[config.mk]
export PLATFORM = sky130hd
export DESIGN_NAME = win_shift_queue
export DESIGN_NICKNAME = d
export VERILOG_FILES = /design/src/rtl/wsq_pkg.sv /design/src/rtl/wsq_stage.sv /design/src/rtl/wsq_fill.sv /design/src/rtl/wsq_taps.sv /design/src/rtl/win_shift_queue.sv
export SDC_FILE = /design/constraint.sdc
export NUM_CORES = 1
export LEC_CHECK = 0
export ABC_AREA = 0
export ABC_CLOCK_PERIOD_IN_PS = 1300
export BUFFER_PORTS_ARGS = -buffer_cell sky130_fd_sc_hd__buf_2
export CORE_MARGIN = 5
export CORE_UTILIZATION = 48
export CTS_CLUSTER_SIZE = 30
export DETAILED_ROUTE_END_ITERATION = 12
export PLACE_DENSITY = 0.68
export SLEW_MARGIN = 40
export SYNTH_ARGS = -nofsm -noshare
export SYNTH_HDL_FRONTEND = slang
export SYNTH_HIERARCHICAL = 1
export SYNTH_SLANG_ARGS = --single-unit
export TNS_END_PERCENT = 1
[constraint.sdc]
create_clock -name clk -period 1.3 [get_ports clk]
set_input_delay 0.13 -clock clk [delete_from_list [all_inputs] [get_ports clk]]
set_output_delay 0.13 -clock clk [all_outputs]
set_load 0.01 [all_outputs]
[src/rtl/wsq_pkg.sv]
package wsq_pkg;

  // width of one position field inside the tap position list
  localparam int unsigned POS_FIELD_W = 16;

  // saturating fill step: grows by one per push until the limit
  function automatic int unsigned fill_step(input int unsigned cur,
                                            input logic inc,
                                            input int unsigned lim);
    if (inc && (cur < lim)) return cur + 1;
    return cur;
  endfunction

  // offset of a 1-based queue position inside the flat stage vector
  function automatic int unsigned stage_offset(input int unsigned pos,
                                               input int unsigned win_w);
    return (pos - 1) * win_w;
  endfunction

  // read one position field from a packed position list
  function automatic int unsigned pos_field(input logic [1023:0] list,
                                            input int unsigned idx);
    return int'(list[idx*POS_FIELD_W +: POS_FIELD_W]);
  endfunction

endpackage

[src/rtl/wsq_stage.sv]
module wsq_stage #(
  parameter int unsigned WIN_W = 24
) (
  input  logic             clk,
  input  logic             rst,
  input  logic             shift_en,
  input  logic [WIN_W-1:0] d_in,
  output logic [WIN_W-1:0] q_out
);

  logic [WIN_W-1:0] hold_q;

  always_ff @(posedge clk) begin
    if (rst)           hold_q <= '0;
    else if (shift_en) hold_q <= d_in;
  end

  assign q_out = hold_q;

endmodule

[src/rtl/wsq_fill.sv]
module wsq_fill
  import wsq_pkg::*;
#(
  parameter int unsigned DEPTH = 8,
  localparam int unsigned CNT_W = $clog2(DEPTH + 1)
) (
  input  logic             clk,
  input  logic             rst,
  input  logic             push,
  output logic [CNT_W-1:0] fill_cnt,
  output logic             full
);

  localparam logic [CNT_W-1:0] LIMIT = CNT_W'(DEPTH);

  logic [CNT_W-1:0] cnt_q;
  logic [CNT_W-1:0] cnt_d;

  always_comb cnt_d = CNT_W'(fill_step(int'(cnt_q), push, DEPTH));

  always_ff @(posedge clk) begin
    if (rst) cnt_q <= '0;
    else     cnt_q <= cnt_d;
  end

  assign fill_cnt = cnt_q;
  assign full     = (cnt_q == LIMIT);

  AST_FILL_BOUNDED: assert property (@(posedge clk) disable iff (rst)
    cnt_q <= LIMIT);

  AST_FILL_COUNTS_PUSH: assert property (@(posedge clk) disable iff (rst)
    (push && (cnt_q != LIMIT)) |=> (cnt_q == $past(cnt_q) + 1'b1));

  AST_FILL_IDLE: assert property (@(posedge clk) disable iff (rst)
    !push |=> $stable(cnt_q));

endmodule

[src/rtl/wsq_taps.sv]
module wsq_taps
  import wsq_pkg::*;
#(
  parameter int unsigned WIN_W    = 24,
  parameter int unsigned DEPTH    = 8,
  parameter int unsigned NUM_TAPS = 4,
  parameter logic [NUM_TAPS*POS_FIELD_W-1:0] TAP_POS = '0
) (
  input  logic [DEPTH*WIN_W-1:0]    stages_flat,
  output logic [NUM_TAPS*WIN_W-1:0] taps_flat
);

  localparam logic [1023:0] POS_LIST = 1024'(TAP_POS);

  for (genvar t = 0; t < NUM_TAPS; t++) begin : g_tap
    localparam int unsigned POS = pos_field(POS_LIST, t);
    localparam int unsigned OFS = stage_offset(POS, WIN_W);
    assign taps_flat[t*WIN_W +: WIN_W] = stages_flat[OFS +: WIN_W];
  end

endmodule

[src/rtl/win_shift_queue.sv]
module win_shift_queue
  import wsq_pkg::*;
#(
  parameter int unsigned WORD_W    = 8,
  parameter int unsigned WIN_WORDS = 3,
  parameter int unsigned DEPTH     = 8,
  parameter int unsigned NUM_TAPS  = 4,
  parameter logic [NUM_TAPS*POS_FIELD_W-1:0] TAP_POS =
    {16'd8, 16'd5, 16'd2, 16'd1},
  localparam int unsigned WIN_W  = WORD_W * WIN_WORDS,
  localparam int unsigned TAPS_W = NUM_TAPS * WIN_W
) (
  input  logic              clk,
  input  logic              rst,
  input  logic              push,
  input  logic [WIN_W-1:0]  win_in,
  output logic [TAPS_W-1:0] taps_out,
  output logic              full
);

  localparam int unsigned CNT_W = $clog2(DEPTH + 1);

  // flat view of all stages, position 1 (head) at offset 0
  logic [DEPTH*WIN_W-1:0] stages_flat;
  // value offered to each stage on a push
  logic [DEPTH*WIN_W-1:0] feed_flat;
  // named events for the checks below
  logic                   shift_evt;
  logic [WIN_W-1:0]       head_win;
  logic [WIN_W-1:0]       tail_win;
  logic [CNT_W-1:0]       fill_cnt;

  assign shift_evt = push;

  // unpack the incoming window word by word into the head feed
  for (genvar w = 0; w < WIN_WORDS; w++) begin : g_unpack
    assign feed_flat[w*WORD_W +: WORD_W] = win_in[w*WORD_W +: WORD_W];
  end

  for (genvar k = 0; k < DEPTH; k++) begin : g_stage
    if (k > 0) begin : g_link
      assign feed_flat[k*WIN_W +: WIN_W] = stages_flat[(k-1)*WIN_W +: WIN_W];
    end
    wsq_stage #(.WIN_W(WIN_W)) u_stage (
      .clk      (clk),
      .rst      (rst),
      .shift_en (shift_evt),
      .d_in     (feed_flat[k*WIN_W +: WIN_W]),
      .q_out    (stages_flat[k*WIN_W +: WIN_W])
    );
  end

  assign head_win = stages_flat[0 +: WIN_W];
  assign tail_win = stages_flat[(DEPTH-1)*WIN_W +: WIN_W];

  wsq_fill #(.DEPTH(DEPTH)) u_fill (
    .clk      (clk),
    .rst      (rst),
    .push     (push),
    .fill_cnt (fill_cnt),
    .full     (full)
  );

  wsq_taps #(
    .WIN_W    (WIN_W),
    .DEPTH    (DEPTH),
    .NUM_TAPS (NUM_TAPS),
    .TAP_POS  (TAP_POS)
  ) u_taps (
    .stages_flat (stages_flat),
    .taps_flat   (taps_out)
  );

  AST_HEAD_LOAD: assert property (@(posedge clk) disable iff (rst)
    push |=> (head_win == $past(win_in)));

  AST_HOLD_HEAD: assert property (@(posedge clk) disable iff (rst)
    !push |=> $stable(head_win));

  AST_HOLD_TAIL: assert property (@(posedge clk) disable iff (rst)
    !push |=> $stable(tail_win));

  for (genvar k = 1; k < DEPTH; k++) begin : g_chk
    AST_SHIFT_STEP: assert property (@(posedge clk) disable iff (rst)
      push |=> (stages_flat[k*WIN_W +: WIN_W] ==
                $past(stages_flat[(k-1)*WIN_W +: WIN_W])));
  end

  AST_FULL_STICKY: assert property (@(posedge clk) disable iff (rst)
    full |=> full);

  AST_FULL_ON_PUSH: assert property (@(posedge clk) disable iff (rst)
    $rose(full) |-> $past(push));

  AST_EMPTY_TAIL_ZERO: assert property (@(posedge clk) disable iff (rst)
    (fill_cnt < CNT_W'(DEPTH)) |-> (tail_win == '0));

  AST_RESET_CLEARS: assert property (@(posedge clk)
    rst |=> (!full && head_win == '0 && tail_win == '0));

endmodule

==> flow_metrics.env <==
export IMPL_cts_sinks=196
export IMPL_reg2reg_from="u_fill/fill_cnt[0]"
export IMPL_tightest_slew_ns=0.332
export IMPL_port_buffers=123
export IMPL_post_place_ws_ns=0.189
export IMPL_overflow=0
export IMPL_slowest_stage="dfxtp_2"
export IMPL_cellLeakagePower_nw=4.18
export IMPL_clockRootBuffer="clkbuf_16"
export IMPL_core_area_sq_um=16000
export IMPL_yosys_register_bits=196
export IMPL_antenna_found_initial=0
export IMPL_dp_hpwl_mm=9.90
export IMPL_period_share=1.07
export IMPL_clkPwrFrac=0.417
export IMPL_fmax_mhz=719
export IMPL_synth_area_per_cell_sq_um=10.8
export IMPL_worstHoldPathType="input pin to flop"
export IMPL_path_clk_slew_ns=0.07
export IMPL_mostFrequentLayoutCell="nor2_1"
export IMPL_min_path_cells=2
export IMPL_num_antenna_cells=0
export IMPL_clock_skew_final_ns=0.00842
export IMPL_slew_violations=0
export IMPL_synth_cells=731
export IMPL_grt_pass1_vias=4639
export IMPL_fp_dieH_um=138
export IMPL_worst_path_buf_inv=2
export IMPL_p_int_mw=9.30
export IMPL_wl_per_cell_um=14.3
export IMPL_syn_num_nets=760
export IMPL_finalHoldWorstSlack_ns=0.0357
export IMPL_final_area_sq_um=8650
export IMPL_cpPeakStageDelay_ns=0.34
export IMPL_vdd_ir_drop_max_uv=897
export IMPL_io_pins=124
export IMPL_start_util=0.492
export IMPL_rsz0062_at_grt="true"
export IMPL_grtUsageTotal=0.153
export IMPL_routed_via_density=4.75
export IMPL_grt_first_pass_wirelength_mm=24.4
export IMPL_path_cells="inv_2 > ha_2 > and3b_2 > buf_6"
export IMPL_yosysSeqAreaShare=0.498
export IMPL_p_seq_frac=0.517
export IMPL_dr_pass1_iters=4
export IMPL_maxSlewHeadroom=0.779
export IMPL_grt_max_degree=63
export IMPL_ant_nets=0
export IMPL_period_needed_ns=1.39
export IMPL_regToRegEndpoint="u_fill/fill_cnt[2]"
export IMPL_critPathArrivalTime_ns=1.26
export IMPL_reg2reg_setup_slack_ns=0.24
export IMPL_die_w_um=138
export IMPL_synth_yosys_warnings=6
export IMPL_insertion_delay_ns=0.42
export IMPL_cts_buffers=17
export IMPL_cts_tree="done"
export IMPL_worstPathRequired_ns=1.17
export IMPL_crit_type="flop to output pin"
export IMPL_drc=0
export IMPL_synth_area_sq_um=7870
export IMPL_drv_cap=0
export IMPL_violations="setup timing"
export IMPL_area_growth_pct=9.89
export IMPL_status="finished, violations left"
export IMPL_sw_frac_of_total=0.223
export IMPL_drt_iter0_markers=270
export IMPL_power_switching_mw=2.67
export IMPL_crit_fanout=2
export IMPL_htree_levels=4
export IMPL_finalSetupViolCount=1
export IMPL_combPwrFrac=0.066
export IMPL_hp_start="rst"
export IMPL_clockBufferDepth=2
export IMPL_place_congestion=0.723
export IMPL_die_area_sq_um=19100
export IMPL_final_nets=804
export IMPL_crit_path_end_kind="output pin"
export IMPL_path_delay_family="flip-flops"
export IMPL_hold_path_end="g_stage[1].u_stage/q_out[0]"
export IMPL_start_kind="flop"
export IMPL_ys_types=15
export IMPL_final_cell_mix="196 x nor2_1, 194 x dfxtp_1, 193 x mux2i_1"
export IMPL_power_density_nw_per_um2=1380
export IMPL_drive_gt1_frac=0.221
export IMPL_num_rows=46
export IMPL_hold_viol=0
export IMPL_wl_mm=14.4
export IMPL_placed_area_sq_um=7810
export IMPL_r2r_cells=5
export IMPL_setup_ws_ns=-0.0900
export IMPL_vias=4764
[metrics by stage]
step | utilization | power (mW) | instances | TNS, ns
2_1_floorplan | - | 6.97 | 731 | 0
3_3_place_gp | 0.488 | 7.01 | 946 | 0
3_5_place_dp | 0.488 | 7.05 | 946 | 0
4_1_cts | 0.541 | 12.1 | 1004 | -0.122
5_1_grt | 0.541 | 12.4 | 1004 | -0.133
6_report | 0.541 | 12.0 | 1004 | -0.0900
[power groups by stage]
stage | logic (mW) | clock network (mW) | registers, mW
2_1_floorplan | 0.682 | 0 | 6.29
3_3_place_gp | 0.701 | 0 | 6.31
3_5_place_dp | 0.726 | 0 | 6.32
4_1_cts | 0.797 | 5.14 | 6.18
5_1_grt | 0.858 | 5.40 | 6.19
6_report | 0.795 | 4.99 | 6.18
[flip-flops by register name, summed over array words and instances, names as in the netlist]
signal / flops
g_stage.u_stage/q_out: 192
u_fill/fill_cnt: 4
[worst register-to-register path, stage by stage, from the launching register on]
cell and delay, ns:
dfxtp_2 0.33, buf_4 0.14, ha_1 0.19, nand3b_1 0.09, xor2_1 0.14, nor2_1 0.05
[final cells by class]
cell class / count / area, sq um
Multi-Input combinational cell: 397 / 2750
Sequential cell: 196 / 3930
Timing Repair Buffer: 161 / 1120
Clock buffer: 22 / 474
Inverter: 2 / 7.51
Clock inverter: 10 / 98.8
Fill cell: 1431 / 7350
Tap cell: 216 / 270
[kinds of logic (layout without fill, tap and decap cells)]
family                   count (synthesis)  after routing  synth area share
XOR/XNOR                                 2              2           0.00223
buffers and inverters                  138            195             0.152
AO/OA/AOI/OAI                            1              1           0.00111
flip-flops                             196            196             0.498
multiplexers                           193            193             0.245
AND/OR/NAND/NOR                        199            199            0.0974
adder cells (fa/ha/maj)                  2              2           0.00318
[Yosys cell counts, drive strengths merged]
| master | instances | area share |
|---|---|---|
| ha | 2 | 0.0032 |
| nand3b | 1 | 0.00095 |
| dfxtp | 196 | 0.50 |
| nor2b | 1 | 0.0017 |
| buf | 120 | 0.14 |
| a41oi | 1 | 0.0011 |
| nor2 | 196 | 0.093 |
| xnor2 | 1 | 0.0011 |
| and3b | 1 | 0.0013 |
| inv | 2 | 0.00095 |
| mux2i | 193 | 0.25 |
| clkbuf | 16 | 0.0076 |
| xor2 | 1 | 0.0011 |
[how the worst max path moves through the flow]
stage,cells past startpoint,to,from,slack [ns]
global route,4,full,u_fill/fill_cnt[1],-0.13
CTS,4,full,u_fill/fill_cnt[1],-0.12
global placement,4,g_stage[7].u_stage/q_out[12],push,0.25
floorplan,4,u_fill/fill_cnt[1],u_fill/fill_cnt[0],0.34
finish,4,full,u_fill/fill_cnt[1],-0.09
detailed placement,4,g_stage[6].u_stage/q_out[6],push,0.19
[metal layers]
metal | share of wire | track usage
met1 | 0.50 | 0.212
met3 | 0.040 | 0.0383
met2 | 0.45 | 0.234
met5 | 0 | 0
met4 | 0.013 | 0.0530
[repair_timing]
| action | in CTS | in global routing |
|---|---|---|
| endpoints found under the hold margin | 24 | 0 |
| buffers inserted | 2 | 0 |
| endpoints found under the setup margin | 1 | 1 |
| pin swaps | 1 | 0 |
| hold buffers | 24 | 0 |
| gates resized for setup | 6 | 0 |
(Power assumes the default switching activity.)
